### src/rtl/fpbPkg.sv
package fpbPkg;
  localparam int NUM_INSN_DEF = 6;
  localparam int NUM_LIT_DEF  = 2;
  localparam int NUM_CMP_DEF  = NUM_INSN_DEF + NUM_LIT_DEF;
  localparam int IDX_W        = $clog2(NUM_CMP_DEF);
  localparam int REGION_W     = 3;

  typedef enum logic [1:0] {
    MODE_REMAP   = 2'b00,
    MODE_BP_LO   = 2'b01,
    MODE_BP_HI   = 2'b10,
    MODE_BP_BOTH = 2'b11
  } cmpMode_e;

  typedef struct packed {
    logic             ifRemap;
    logic             ifBkpt;
    logic [1:0]       ifHalf;
    logic [IDX_W-1:0] ifIdx;
    logic             litRemap;
    logic [IDX_W-1:0] litIdx;
  } matchStb_t;
endpackage

### src/rtl/fpbCmp.sv
module fpbCmp #(
  parameter int WORD_W   = 27,
  parameter int REGION_W = 3
) (
  input  logic                armed,
  input  logic [REGION_W-1:0] region,
  input  logic [WORD_W-1:0]   word,
  input  logic [WORD_W-1:0]   target,
  output logic                hit
);
  // code space is the region whose top bits are all zero
  assign hit = armed && (region == '0) && (word == target);
endmodule

### src/rtl/fpbCtrl.sv
module fpbCtrl
  import fpbPkg::*;
#(
  parameter int ADDR_W   = 32,
  parameter int NUM_INSN = NUM_INSN_DEF,
  parameter int NUM_LIT  = NUM_LIT_DEF,
  parameter int SEL_W    = 4
) (
  input  logic                               clk,
  input  logic                               rst,
  input  logic                               cfgWe,
  input  logic [SEL_W-1:0]                   cfgSel,
  input  logic [ADDR_W-1:0]                  cfgWdata,
  input  logic                               ifValid,
  input  logic [ADDR_W-3:0]                  ifWord,
  input  logic                               litValid,
  input  logic [ADDR_W-3:0]                  litWord,
  output matchStb_t                          stb,
  output logic [ADDR_W-REGION_W-1:IDX_W+2]   baseHi
);
  localparam int NUM_CMP  = NUM_INSN + NUM_LIT;
  localparam int WORD_W   = ADDR_W - 2 - REGION_W;
  localparam int BASE_LSB = IDX_W + 2;
  localparam int SEL_CMP0 = 2;

  logic                    globalEn;
  logic [NUM_CMP-1:0]      cmpEn;
  logic [WORD_W-1:0]       cmpAddr [NUM_CMP];
  cmpMode_e                cmpMode [NUM_INSN];
  logic [NUM_CMP-1:0]      hitVec;

  logic unusedCfg;
  assign unusedCfg = ^{cfgWdata[ADDR_W-REGION_W], cfgWdata[1]};

  always_ff @(posedge clk) begin
    if (rst) begin
      globalEn <= 1'b0;
      baseHi   <= '0;
      cmpEn    <= '0;
      for (int k = 0; k < NUM_CMP; k++) cmpAddr[k] <= '0;
      for (int k = 0; k < NUM_INSN; k++) cmpMode[k] <= MODE_REMAP;
    end else if (cfgWe) begin
      if (cfgSel == SEL_W'(0)) globalEn <= cfgWdata[0];
      if (cfgSel == SEL_W'(1)) baseHi <= cfgWdata[ADDR_W-REGION_W-1:BASE_LSB];
      for (int k = 0; k < NUM_CMP; k++) begin
        if (cfgSel == SEL_W'(k + SEL_CMP0)) begin
          cmpEn[k]   <= cfgWdata[0];
          cmpAddr[k] <= cfgWdata[ADDR_W-REGION_W-1:2];
        end
      end
      for (int k = 0; k < NUM_INSN; k++) begin
        if (cfgSel == SEL_W'(k + SEL_CMP0))
          cmpMode[k] <= cmpMode_e'(cfgWdata[ADDR_W-1:ADDR_W-2]);
      end
    end
  end

  for (genvar g = 0; g < NUM_CMP; g++) begin : gCmp
    if (g < NUM_INSN) begin : gInsn
      fpbCmp #(.WORD_W(WORD_W), .REGION_W(REGION_W)) u_cmp (
        .armed (globalEn & cmpEn[g]),
        .region(ifWord[ADDR_W-3:WORD_W]),
        .word  (ifWord[WORD_W-1:0]),
        .target(cmpAddr[g]),
        .hit   (hitVec[g])
      );
    end else begin : gLit
      fpbCmp #(.WORD_W(WORD_W), .REGION_W(REGION_W)) u_cmp (
        .armed (globalEn & cmpEn[g]),
        .region(litWord[ADDR_W-3:WORD_W]),
        .word  (litWord[WORD_W-1:0]),
        .target(cmpAddr[g]),
        .hit   (hitVec[g])
      );
    end
  end

  logic             ifFound, litFound;
  logic [IDX_W-1:0] ifSel, litSel;
  cmpMode_e         selMode;

  // descending scan: the last assignment is the lowest matching index
  always_comb begin
    ifFound = 1'b0;
    ifSel   = '0;
    selMode = MODE_REMAP;
    for (int k = NUM_INSN - 1; k >= 0; k--) begin
      if (hitVec[k]) begin
        ifFound = 1'b1;
        ifSel   = IDX_W'(k);
        selMode = cmpMode[k];
      end
    end
    litFound = 1'b0;
    litSel   = '0;
    for (int j = NUM_LIT - 1; j >= 0; j--) begin
      if (hitVec[NUM_INSN + j]) begin
        litFound = 1'b1;
        litSel   = IDX_W'(NUM_INSN + j);
      end
    end
  end

  always_comb begin
    stb.ifRemap  = ifValid && ifFound && (selMode == MODE_REMAP);
    stb.ifBkpt   = ifValid && ifFound && (selMode != MODE_REMAP);
    stb.ifHalf   = stb.ifBkpt ? selMode : 2'b00;
    stb.ifIdx    = ifSel;
    stb.litRemap = litValid && litFound;
    stb.litIdx   = litSel;
  end
endmodule

### src/rtl/fpbPath.sv
module fpbPath
  import fpbPkg::*;
#(
  parameter int ADDR_W = 32
) (
  input  logic                              clk,
  input  logic                              rst,
  input  matchStb_t                         stb,
  input  logic [ADDR_W-REGION_W-1:IDX_W+2]  baseHi,
  input  logic                              ifValid,
  input  logic [ADDR_W-1:0]                 ifAddr,
  input  logic                              litValid,
  input  logic [ADDR_W-1:0]                 litAddr,
  output logic                              ifOutValid,
  output logic [ADDR_W-1:0]                 ifOutAddr,
  output logic                              ifRemap,
  output logic                              bkpt,
  output logic [1:0]                        bkptHalf,
  output logic                              litOutValid,
  output logic [ADDR_W-1:0]                 litOutAddr,
  output logic                              litRemap
);
  localparam logic [REGION_W-1:0] SYS_REGION = REGION_W'(1);

  logic [ADDR_W-1:0] ifTarget, litTarget;
  assign ifTarget  = {SYS_REGION, baseHi, stb.ifIdx, ifAddr[1:0]};
  assign litTarget = {SYS_REGION, baseHi, stb.litIdx, litAddr[1:0]};

  always_ff @(posedge clk) begin
    if (rst) begin
      ifOutValid  <= 1'b0;
      ifOutAddr   <= '0;
      ifRemap     <= 1'b0;
      bkpt        <= 1'b0;
      bkptHalf    <= 2'b00;
      litOutValid <= 1'b0;
      litOutAddr  <= '0;
      litRemap    <= 1'b0;
    end else begin
      ifOutValid  <= ifValid;
      ifOutAddr   <= stb.ifRemap ? ifTarget : ifAddr;
      ifRemap     <= stb.ifRemap;
      bkpt        <= stb.ifBkpt;
      bkptHalf    <= stb.ifHalf;
      litOutValid <= litValid;
      litOutAddr  <= stb.litRemap ? litTarget : litAddr;
      litRemap    <= stb.litRemap;
    end
  end
endmodule

### src/rtl/fpbUnit.sv
module fpbUnit
  import fpbPkg::*;
#(
  parameter int ADDR_W   = 32,
  parameter int NUM_INSN = NUM_INSN_DEF,
  parameter int NUM_LIT  = NUM_LIT_DEF,
  parameter int SEL_W    = 4
) (
  input  logic              clk,
  input  logic              rst,
  input  logic              cfgWe,
  input  logic [SEL_W-1:0]  cfgSel,
  input  logic [ADDR_W-1:0] cfgWdata,
  input  logic              ifValid,
  input  logic [ADDR_W-1:0] ifAddr,
  input  logic              litValid,
  input  logic [ADDR_W-1:0] litAddr,
  output logic              ifOutValid,
  output logic [ADDR_W-1:0] ifOutAddr,
  output logic              ifRemap,
  output logic              bkpt,
  output logic [1:0]        bkptHalf,
  output logic              litOutValid,
  output logic [ADDR_W-1:0] litOutAddr,
  output logic              litRemap
);
  matchStb_t                        stb;
  logic [ADDR_W-REGION_W-1:IDX_W+2] baseHi;

  fpbCtrl #(.ADDR_W(ADDR_W), .NUM_INSN(NUM_INSN), .NUM_LIT(NUM_LIT), .SEL_W(SEL_W)) u_ctrl (
    .clk(clk), .rst(rst), .cfgWe(cfgWe), .cfgSel(cfgSel), .cfgWdata(cfgWdata),
    .ifValid(ifValid), .ifWord(ifAddr[ADDR_W-1:2]),
    .litValid(litValid), .litWord(litAddr[ADDR_W-1:2]),
    .stb(stb), .baseHi(baseHi)
  );

  fpbPath #(.ADDR_W(ADDR_W)) u_path (
    .clk(clk), .rst(rst), .stb(stb), .baseHi(baseHi),
    .ifValid(ifValid), .ifAddr(ifAddr), .litValid(litValid), .litAddr(litAddr),
    .ifOutValid(ifOutValid), .ifOutAddr(ifOutAddr), .ifRemap(ifRemap),
    .bkpt(bkpt), .bkptHalf(bkptHalf),
    .litOutValid(litOutValid), .litOutAddr(litOutAddr), .litRemap(litRemap)
  );
endmodule

### config.mk
export PLATFORM = sky130hd
export DESIGN_NAME = fpbUnit
export DESIGN_NICKNAME = d
export VERILOG_FILES = /design/src/rtl/fpbPkg.sv /design/src/rtl/fpbCmp.sv /design/src/rtl/fpbCtrl.sv /design/src/rtl/fpbPath.sv /design/src/rtl/fpbUnit.sv
export SDC_FILE = /design/constraint.sdc
export NUM_CORES = 1
export LEC_CHECK = 0
export ABC_CLOCK_PERIOD_IN_PS = 2800
export CAP_MARGIN = 25
export CORE_UTILIZATION = 46
export CTS_BUF_LIST = sky130_fd_sc_hd__clkbuf_16
export DETAILED_ROUTE_END_ITERATION = 8
export DONT_BUFFER_PORTS = 1
export SYNTH_ARGS = -nofsm -noshare
export SYNTH_HDL_FRONTEND = slang
export SYNTH_HIERARCHICAL = 1
export SYNTH_SLANG_ARGS = --single-unit
### constraint.sdc
create_clock -name clk -period 2.8 [get_ports clk]
set_input_delay 0.14 -clock clk [delete_from_list [all_inputs] [get_ports clk]]
set_output_delay 0.14 -clock clk [all_outputs]
set_load 0.01 [all_outputs]
==> impl_results.md <==
- # hold bufs at CTS: 39
- TritonCTS clock tree: yes
- Post-synth EDFFs: 228
- H-tree Lvls: 2
- CTS clk-pin slew, worst paths: 60 ps
- Die width: 179 um
- Arr. time, crit path: 3220 ps
- Critical path fanouts, max: 10
- Peak VDD IR: 0.459 mV
- PD cells: 644 nW/um^2
- Final Worst Setup Slack: -16.7 ps
- Dpl ws: -224 ps
- Largest net degree at the start of global routing: 142
- Synth top area share: 0.475
- CP Capture Type: register
- R2R depth: 13
- Sum Neg Setup Slack: -23.8 ps
- Core Rows: 64
- Gr busiest metal: met2
- Combinational share of power: 0.060
- Hold Path Class: input pin to register
- Max-slew headroom: 0.416
- Skew-Pair Late Insertion Delay: 520 ps
- Final setup vio count: 3
- DRC viols: 0
- Final antenna-violating net count: 0
- Fin cells: 1703
- Failing checks: negative hold slack, negative setup slack
- Initial antenna violation count: 0
- Final hold slack: -296 ps
- Met1 Track Usage GR: 0.308
- Worst Clk Skew: 22.9 ps
- Netlist cell types: 39
- Avg Cell Area, Syn: 12.0 um^2
- Post-synth top cells: 247 x nor2_1, 228 x edfxtp_1, 128 x xor2_1
- Outcome: complete, but fails checks
- Gr usage total: 0.219
- Slew Limit Fails: 0
- Clock network fraction of total power: 0.411
- Final worst-path cycle share: 1.01
- Setup CP Type: register to register
- Count of final hold-check violations: 65
- Clock buffer depth: 3
- Routed length per instance: 20.4 um
- Met3 Usage GRT: 0.0524
- Max-capacitance violation count: 0
- Core area: 30700 um^2
- Root buf cell: clkbuf_16
- I/O pins: 176
- GR Util met2: 0.338
- Drt total wl: 34800 um
- RePlAce Congestion: 0.816
- Gate count of the mapped netlist: 1200
- Global-route wire length before repair: 52200 um
- Placed cell count: 1588
- Seq pwr share: 0.529
- Min Tclk post-route: 2820 ps
- Sw Share: 0.220
- Synth area leaders: edfxtp_1 48%, dfxtp_1 14%, xor2_1 7.8%
- LEAKAGE: 0.00599 uW
- RSZ-0062 raised after global routing: true
- Area growth syn-to-layout: 15.8%
- Vias per cell: 5.29
- Layout cells sized above 1: 0.115
- Overflow after GRT: 0
- Synthesized area: 14400 um^2
- Net switching power: 2360 uW
- # diodes: 0
- Die H: 179 um
- Fin nets: 1385
- Vias: 9009
- CTS sink count: 332
- Final core occ: 0.544
- Vias in the first global route: 8928
- Pint: 8370 uW
- Ys flop type: edfxtp_1
- Seq cells post-synth: 332
- CTS Buf Count: 36
- Worst Path Required: 3200 ps
- Worst Hold Depth: 1
- Synth async-reset ratio: 0
- Port bufs: 0
- Slew @ Worst Pin: 874 ps
- Startpoint Class: register
- Initial drt markers: 587
- Die ar.: 32000 um^2
- Yosys Warn Count: 6
- Detailed placer's ending HPWL: 23800 um
- Top-count cell post-synth: nor2_1
- Total power: 10700 uW
- Initial core utilization: 0.470
- Mapped Nets: 1305
- Sequential-to-total area share from yosys stat: 0.620
- Fmax: 0.355 GHz
- Synth area leader: edfxtp_1
- First-pass detailed-route iteration total: 5
-- routing by layer --
| layer | part of all wire | wire length [um] |
|---|---|---|
| met1 | 0.45 | 15600 |
| met2 | 0.44 | 15400 |
| met3 | 0.088 | 3060 |
| met4 | 0.019 | 665 |
| met5 | 0 | 0 |
-- cell type report --
| class | instances | area [um^2] |
|---|---|---|
| Clock inverter | 27 | 155 |
| Fill cell | 2605 | 14000 |
| Multi-Input combinational cell | 789 | 5160 |
| Tap cell | 396 | 495 |
| Sequential cell | 332 | 8930 |
| Inverter | 29 | 109 |
| Clock buffer | 38 | 951 |
| Timing Repair Buffer | 92 | 875 |
-- cell usage in the layout (no fill, tap or decap), drive strengths merged, types with 2 or more instances in the layout --
cell / count
nor2: 247
edfxtp: 228
xor2: 128
dfxtp: 104
xnor2: 88
nand2: 65
mux2i: 60
buf: 52
nor4: 40
clkbuf: 39
dlygate4sd3: 39
inv: 38
nand2b: 37
nand4: 32
a21oi: 31
nor2b: 16
clkinv: 15
and2: 10
nor4b: 8
nor3b: 6
nand3: 5
o21ai: 3
clkinvlp: 2
nand3b: 2
or2: 2
o31ai: 2
and3b: 2
-- critical path, stage by stage, from the launching register on --
cell and delay [ps]:
edfxtp_1 390, xor2_1 170, nor4_1 310, nand4_1 230, nor4_2 350, buf_4 180
nand3b_1 90, a21oi_2 160, o21ai_2 70, and3b_2 220, buf_12 150, buf_12 150
mux2i_1 160, nor2_1 50
-- registers in the layout (all words and copies together), names as in the netlist, 2 cells and up --
register,flops
u_ctrl/cmpAddr,216
u_path/ifOutAddr,32
u_path/litOutAddr,32
u_ctrl/baseHi,24
u_ctrl/cmpMode,12
u_ctrl/cmpEn,8
u_path/bkptHalf,2
-- worst paths after layout --
| kind | from | to | slack, ps |
|---|---|---|---|
| max | u_ctrl/cmpAddr[1][48] | u_path/ifOutAddr[12] | -20 |
| min | rst | u_path/litOutAddr[29] | -300 |
| max reg2reg | u_ctrl/cmpAddr[1][48] | u_path/ifOutAddr[12] | -20 |
| min reg2reg | u_ctrl/baseHi[24] | u_path/ifOutAddr[24] | 560 |
-- per-stage QoR --
stage	instance area, um^2	hold WS, ps
2_1_floorplan	14400	256
3_3_place_gp	14900	217
3_5_place_dp	14900	218
4_1_cts	16600	-323
5_1_grt	16700	-323
6_report	16700	-296
-- power by group through the flow --
| stage | Combinational [uW] | Clock (uW) | Sequential, uW |
|---|---|---|---|
| finish | 641 | 4410 | 5680 |
| global route | 708 | 4680 | 5710 |
| CTS | 641 | 4500 | 5680 |
| detailed placement | 608 | 0 | 5780 |
| global placement | 597 | 0 | 5780 |
| floorplan | 489 | 0 | 5750 |
-- kinds of logic after synthesis --
| kind of cell | after synthesis | share of synthesized area |
|---|---|---|
| and+or+nand+nor | 475 | 0.159 |
| DFF | 332 | 0.620 |
| xor gates and xnor gates | 216 | 0.131 |
| buffers and inverters | 79 | 0.0321 |
| muxes | 60 | 0.0417 |
| AOI/OAI and AO/OA | 38 | 0.0162 |
-- what timing repair did --
action	4_1_cts	5_1_grt
endpoints found under the hold margin	104	65
pin swaps	24	16
setup buffers	7	5
cloned	1	1
resized for setup	22	12
setup endpoints to repair	31	34
No activity file was read; power rests on OpenSTA's default activity.
